[src/rtl/nas_pkg.sv]
package nas_pkg;
  parameter int unsigned CNT_W = 3;
  typedef logic [CNT_W-1:0] cnt_t;
endpackage

[src/rtl/nas_plan.sv]
module nas_plan
  import nas_pkg::*;
#(
  parameter int unsigned LG_W      = 4,
  parameter int unsigned LARGE_THR = 8,
  parameter int unsigned SMALL_THR = 6
) (
  input  logic            col_en,
  input  logic            page_en,
  input  logic            large_page,
  input  logic [LG_W-1:0] dev_log2_mib,
  output cnt_t            n_col,
  output cnt_t            n_row
);
  logic deep;

  always_comb begin
    deep  = large_page ? (32'(dev_log2_mib) >= LARGE_THR)
                       : (32'(dev_log2_mib) >= SMALL_THR);
    n_col = !col_en  ? cnt_t'(0) : (large_page ? cnt_t'(2) : cnt_t'(1));
    n_row = !page_en ? cnt_t'(0) : (deep       ? cnt_t'(3) : cnt_t'(2));
  end
endmodule

[src/rtl/nas_emit.sv]
module nas_emit
  import nas_pkg::*;
#(
  parameter int unsigned ROW_BYTES = 3,
  localparam int unsigned ROW_W    = 8 * ROW_BYTES
) (
  input  logic             clk,
  input  logic             rst_n,
  input  logic             start,
  input  cnt_t             n_col,
  input  cnt_t             n_row,
  input  logic [ROW_W-1:0] page_addr,
  output logic             out_valid,
  input  logic             out_ready,
  output logic [7:0]       out_byte,
  output logic             out_last,
  output logic             done
);
  logic             busy_q, done_q;
  cnt_t             col_left, row_left;
  logic [ROW_W-1:0] shift_q;
  logic             fire, launch, empty_req;

  assign launch    = start && !busy_q;
  assign empty_req = (n_col == '0) && (n_row == '0);
  assign fire      = busy_q && out_ready;
  assign out_valid = busy_q;
  assign out_byte  = (col_left != '0) ? 8'h00 : shift_q[7:0];
  assign out_last  = busy_q && ((col_left + row_left) == cnt_t'(1));
  assign done      = done_q;

  always_ff @(posedge clk or negedge rst_n) begin
    if (!rst_n) begin
      busy_q   <= 1'b0;
      done_q   <= 1'b0;
      col_left <= '0;
      row_left <= '0;
      shift_q  <= '0;
    end else begin
      done_q <= (fire && out_last) || (launch && empty_req);
      if (launch && !empty_req) begin
        busy_q   <= 1'b1;
        col_left <= n_col;
        row_left <= n_row;
        shift_q  <= page_addr;
      end else if (fire) begin
        if (col_left != '0) begin
          col_left <= col_left - cnt_t'(1);
        end else begin
          row_left <= row_left - cnt_t'(1);
          shift_q  <= shift_q >> 8;
        end
        if (out_last) busy_q <= 1'b0;
      end
    end
  end

  assert_hold_byte_R6: assert property (@(posedge clk) disable iff (!rst_n)
    (out_valid && !out_ready) |=> (out_valid && $stable(out_byte) && $stable(out_last)));

  assert_last_inside_R5: assert property (@(posedge clk) disable iff (!rst_n)
    out_last |-> out_valid);

  assert_done_idle_R8: assert property (@(posedge clk) disable iff (!rst_n)
    done |-> !out_valid);

  assert_ignore_start_R9: assert property (@(posedge clk) disable iff (!rst_n)
    (out_valid && start && !out_ready) |=> out_valid);

  assert_last_ends_R8: assert property (@(posedge clk) disable iff (!rst_n)
    (out_valid && out_ready && out_last) |=> (done && !out_valid));
endmodule

[src/rtl/nand_addr_seq.sv]
module nand_addr_seq
  import nas_pkg::*;
#(
  parameter int unsigned ROW_BYTES = 3,
  parameter int unsigned LG_W      = 4,
  parameter int unsigned LARGE_THR = 8,
  parameter int unsigned SMALL_THR = 6,
  localparam int unsigned ROW_W    = 8 * ROW_BYTES
) (
  input  logic             clk,
  input  logic             rst_n,
  input  logic             start,
  input  logic             col_en,
  input  logic             page_en,
  input  logic [ROW_W-1:0] page_addr,
  input  logic             large_page,
  input  logic [LG_W-1:0]  dev_log2_mib,
  output logic             out_valid,
  input  logic             out_ready,
  output logic [7:0]       out_byte,
  output logic             out_last,
  output logic             done
);
  cnt_t n_col, n_row;

  nas_plan #(.LG_W(LG_W), .LARGE_THR(LARGE_THR), .SMALL_THR(SMALL_THR)) u_plan (
    .col_en(col_en), .page_en(page_en), .large_page(large_page),
    .dev_log2_mib(dev_log2_mib), .n_col(n_col), .n_row(n_row)
  );

  nas_emit #(.ROW_BYTES(ROW_BYTES)) u_emit (
    .clk(clk), .rst_n(rst_n), .start(start), .n_col(n_col), .n_row(n_row),
    .page_addr(page_addr), .out_valid(out_valid), .out_ready(out_ready),
    .out_byte(out_byte), .out_last(out_last), .done(done)
  );

  assert_reset_quiet_R10: assert property (@(posedge clk) disable iff (!rst_n)
    $rose(rst_n) |-> (!out_valid && !done));
endmodule

[config.mk]
export PLATFORM = sky130hd
export DESIGN_NAME = nand_addr_seq
export DESIGN_NICKNAME = d
export VERILOG_FILES = /design/src/rtl/nas_pkg.sv /design/src/rtl/nas_plan.sv /design/src/rtl/nas_emit.sv /design/src/rtl/nand_addr_seq.sv
export SDC_FILE = /design/constraint.sdc
export NUM_CORES = 1
export LEC_CHECK = 0
export ABC_AREA = 1
export BUFFER_PORTS_ARGS = -buffer_cell sky130_fd_sc_hd__buf_2
export CAP_MARGIN = 20
export CELL_PAD_IN_SITES_DETAIL_PLACEMENT = 0
export CELL_PAD_IN_SITES_GLOBAL_PLACEMENT = 2
export CORE_AREA = 8 8 93 95
export CTS_CLUSTER_DIAMETER = 100
export CTS_CLUSTER_SIZE = 24
export DETAILED_ROUTE_END_ITERATION = 6
export DIE_AREA = 0 0 101 103
export PLACE_DENSITY_LB_ADDON = 0.3
export RECOVER_POWER = 100
export SYNTH_ARGS = -nofsm -noshare
export SYNTH_HDL_FRONTEND = slang
export SYNTH_HIERARCHICAL = 1
export SYNTH_SLANG_ARGS = --single-unit
[constraint.sdc]
create_clock -name clk -period 1.4 [get_ports clk]
set_input_delay 0.14 -clock clk [delete_from_list [all_inputs] [get_ports clk]]
set_output_delay 0.14 -clock clk [all_outputs]
set_load 0.05 [all_outputs]
After elaboration in Yosys (flattened, before gate mapping)

Cells that the tools add are included.

Register bits after elaboration: 32
Output and inout bits: 11
Logic and storage cells: 49

$add $sub $neg: 3
Magnitude comparators: 2
Equal/unequal tests: 2
Multiplexer cells: 18
Reduce and logical (&&, ||, !) cells: 19

Operators by type and width:

| kind                | number |
|---|---|
| $mux 24             | 3 |
| $mux 3              | 8 |
| $mux 8              | 1 |
| $logic_and 1x1->1   | 7 |
| $logic_not 3->1     | 2 |
| $reduce_and 2->1    | 3 |
| $reduce_bool 2->1   | 3 |
| $sub 3x1->3 const B | 2 |
| $mux 1              | 5 |
| $ge 4x3->1 const B  | 1 |
| $ge 4x4->1 const B  | 1 |
| $add 3x3->3         | 1 |
| $eq 3x1->1 const B  | 1 |
| $reduce_bool 3->1   | 1 |
| $logic_not 1->1     | 2 |
| $mux 2              | 1 |
| $ne 2x1->1 const B  | 1 |
| $logic_or 1x1->1    | 1 |

Depth between registers and ports, before layout

Word-level depth: 10
Gate-level depth with buffers: 10
Gate-level depth less buffers: 10

Cells and area by module

Netlist, hierarchy kept.

Modules (own cells, without submodules):

| module   | times used | cells an instance | area each (um2) |
|---|---|---|---|
| nas_emit | 1          | 220               | 1722.9 |
| nas_plan | 1          | 13                | 71.3 |

Worst setup path after synthesis

OpenSTA, ideal clock, no wires.

Path type: reg-to-output
Start point: register u_emit.col_left[0]
End point: output port out_last
Data arrival time: 1.586 ns
Required time: 1.260 ns
Setup slack: -0.326 ns
Stages on the path, launching flop included: 5
Buffers on the path: 0
Cell sequence: dfrtp_1 -> ha_1 -> fa_1 -> nor2_1 -> and3_1

Word-level cells in the longest chain between the ends: 3

RTL lines:

| element                | line                | text |
|---|---|---|
| from (decl)            | nas_emit.sv:20      | `cnt_t col_left, row_left;` |
| from (signal assigned) | nas_emit.sv:43      | `col_left <= n_col;` |
| from (signal assigned) | nas_emit.sv:48      | `col_left <= col_left - cnt_t'(1);` |
| $add 3x3->3            | nas_emit.sv:29      | `assign out_last = busy_q && ((col_left + row_left) == cnt_t'(1));` |
| $eq 3x1->1             | nas_emit.sv:29      |  |
| $logic_and 1x1->1      | nas_emit.sv:29      |  |
| to (decl)              | nand_addr_seq.sv:21 | `output logic out_last,` |

Every way passes these cells.

Worst setup path after layout

Start point: register u_emit.row_left[0]
End point: output port out_last

Word-level cells in the longest chain between the ends: 3

RTL lines:

| element                | line           | text |
|---|---|---|
| from (decl)            | nas_emit.sv:20 |  |
| from (signal assigned) | nas_emit.sv:44 | `row_left <= n_row;` |
| from (signal assigned) | nas_emit.sv:50 | `row_left <= row_left - cnt_t'(1);` |
| $add 3x3->3            | nas_emit.sv:29 |  |
| $eq 3x1->1             | nas_emit.sv:29 |  |
| $logic_and 1x1->1      | nas_emit.sv:29 |  |

Every way passes these cells.

==> summary.txt <==
Synth
  – Flops & latches, synth: 32
  – Synth area leaders: dfrtp_1 45%, nand2_1 14%, nand3_1 13%
  – Netlist cell types: 27
  – Area leader, netlist: dfrtp_1
  – Sequential area share after synthesis: 0.446
  – Top cell type's share of synthesized area: 0.446
  – Gate Count Post-Synth: 233
  – Yosys warnings: 6
  – Post-Syn Area per Cell: 7.70 um^2
  – Mapped Area: 1790 um^2

STA
  – RSZ-0062 raised after global routing: yes
  – Measured slew at the worst slew-check pin: 0.902 ns
  – Final WS setup: -0.472 ns
  – Worst Skew: 0.00415 ns
  – Final min period: 1.87 ns
  – Final setup fails: 41
  – Max Clk Rate: approximately 530 MHz
  – Relative slew slack: 0.399
  – Max Transition Viols Final: 0
  – Final Cycle Share: 1.34
  – Final Hold Vio Count: 0

Worst setup path
  – Crit-path leading delay family: adder cells
  – Critical path class: reg2out
  – Buf+Inv Stages, Crit Path: 1
  – CP startpoint kind: flop
  – Crit path cell chain: ha_2, fa_1, nor2_2, and3_4, buf_8
  – Reg2reg start: u_emit/col_left[0]
  – Critical Path Start: u_emit/row_left[0]
  – Slowest stage delay, CP: roughly 0.44 ns
  – CP endpoint kind: output port
  – Worst path arrival time: between 1.5 and 2 ns
  – WP data required: 1.26 ns
  – Critical-path maximum fanout: 2
  – Slowest CP cell: fa_1

Final layout
  – Commonest non-fill, non-tap cell in the layout: nand2_1
  – Layout cell share with drive strength beyond 1: 0.544
  – Final Cell Area: 3060 um^2
  – Commonest cells after routing, fill and taps aside: 49 x nand2_1, 32 x buf_2, 30 x nand3_2, 30 x dfrtp_1, 24 x inv_1
  – Ant diodes: 0
  – Area added between synthesis and finish: 70.4%
  – Final net count: roughly 340
  – Non-Filler Instances: 404
  – Total of fill cells in the finished design: between 700 and 800

Power and ir drop
  – Pwr/cell area: 2070 nW/um^2
  – Peak supply drop: ~0.65 mV
  – Leakage dissipation: 1.61 nW

CTS
  – TritonCTS clock tree: built
  – Number of buffers created by CTS: 5
  – CTS Sinks: 32
  – CTS Buffer Depth: 2
  – Clock Latency Late Sink: 0.28 ns
  – Clk root buf: clkbuf_8
  – Reg clk slew, reported paths: 0.07 ns
  – H-tree Lvls: 2

Global route
  – Initial antenna violation count: 0
  – Vias in the first global route: approximately 1800
  – Overflow after GRT: 0
  – Grt met2 use: 0.188
  – GR Util met1: 0.129
  – Largest net degree at the start of global routing: 28
  – Routing usage on met3: 0.0196
  – GRT busiest layer: met2
  – GRT Total Usage: 0.107
  – First-pass GRT wire length: 8650 um

Route
  – Routed wire length: 5200 um
  – DRT antenna net count: 0
  – Routed len/inst: ~13 um
  – Initial DRC Count: 36
  – Via density: about 4.1
  – DRT Pass-1 Iters: 5
  – DRC: 0
  – Total number of vias: 1672

Run status
  – Status: complete, but fails checks
  – Failing checks: negative setup slack

Run
  – Max_cap viols: 0

Placement
  – Placer Congestion: about 0.76
  – Post-DP HPWL: roughly 3600 um
  – Placed cells: 385
  – Placed Instance Area: 2350 um^2
  – IO Port Bufs: 44

Die
  – Ports: 46
  – Die ar.: 10400 um^2
  – Cell Rows: 31
  – Starting Density: 0.251
  – Core footprint: slightly above 7000 um^2
  – Die Height: 103 um
  – Die X: 101 um

Worst hold path
  – Hold Path Origin: page_addr[20]
  – HP Class: in2reg
## stage by stage
| step | setup slack [ns] | hold slack, ns | util | power (mW) | TNS, ns |
|---|---|---|---|---|---|
| after floorplan | -0.119 | -0.156 | - | 3.41 | -0.148 |
| after global placement | -0.284 | 0.0881 | 0.329 | 4.27 | -4.93 |
| final | -0.472 | 0.0575 | 0.428 | 6.31 | -7.90 |
| after global routing | -0.540 | 0.0530 | 0.428 | 6.80 | -12.46 |
| after detailed placement | -0.276 | 0.0972 | 0.329 | 4.29 | -4.98 |
| after CTS | -0.501 | 0.0491 | 0.413 | 6.11 | -10.85 |
## flip-flops by register name, indices dropped and copies added (netlist names)
| signal | cells |
|---|---|
| u_emit/out_valid | 1 |
| u_emit/done | 1 |
| u_emit/shift_q | 24 |
| u_emit/col_left | 3 |
| u_emit/row_left | 3 |
## area by class of cell
| class | instances | area (um^2) | area share |
|---|---|---|---|
| Clock buffer | 6 | 72.6 | 0.0237 |
| Clock inverter | 2 | 35.0 | 0.0115 |
| Inverter | 31 | 126 | 0.0413 |
| Multi-Input combinational cell | 159 | 1220 | 0.400 |
| Sequential cell | 32 | 803 | 0.263 |
| Tap cell | 99 | 124 | 0.0405 |
| Timing Repair Buffer | 75 | 672 | 0.220 |
## synthesized netlist by cell type, drive strengths merged
cell	count
nand2	72
a21boi	1
or2	3
nand4	1
a21oi	1
inv	31
o21ai	8
nor2	16
nand3b	1
nand3	46
conb	1
and3	1
ha	4
xnor2	1
dfrtp	32
fa	1
buf	12
xor2	1
## path summary, 6_finish.rpt
path	slack, ns	cells after the start	endpoint
max	-0.47	5	out_last
min	0.06	3	u_emit/shift_q[20]
max reg2reg	-0.24	12	u_emit/shift_q[13]
min reg2reg	0.49	2	u_emit/shift_q[6]
max in group asynchronous	0.12	3	u_emit/shift_q[7]
min in group asynchronous	0.51	2	u_emit/shift_q[2]
## cell families after synthesis
kind of cell,count (synthesis),synth area share
fa+ha+maj,5,0.0391
xor+xnor,2,0.00976
flops,32,0.446
compound gates,10,0.0314
buf+inv,43,0.115
other cells,1,0.00209
simple gates,140,0.356
## metal layers
metal	routed length, um	vias up	part of all wire
met4	29	0	0.0056
li1	-	870	-
met1	2340	773	0.45
met2	2680	25	0.52
met5	0	-	0
met3	152	4	0.029
## what timing repair did
action / 4_1_cts / 5_1_grt
resized for setup: 99 / 37
endpoints found under the setup margin: 41 / 41
setup buffers: 8 / 5
hold endpoints to repair: 14 / 0
pin swaps: 16 / 20
gates cloned: 2 / 0
hold buffers: 1 / 0
## report_power, final
part           internal, mW  total (mW)  switching [mW]
Combinational          1.73        3.67            1.95
Clock                 0.528       0.869           0.341
Sequential             1.36        1.77           0.409
Total                  3.62        6.31            2.69
## worst register-to-register path, stage by stage, from the launching register on
cell     delay (ns)
dfrtp_1        0.40
buf_6          0.13
inv_4          0.05
ha_4           0.14
buf_6          0.11
nand2_8        0.06
buf_6          0.12
nor2_4         0.11
buf_6          0.12
buf_6          0.10
buf_12         0.14
nand2_4        0.05
nand3_2        0.05
Note: power is estimated with default switching activity, not from simulation.
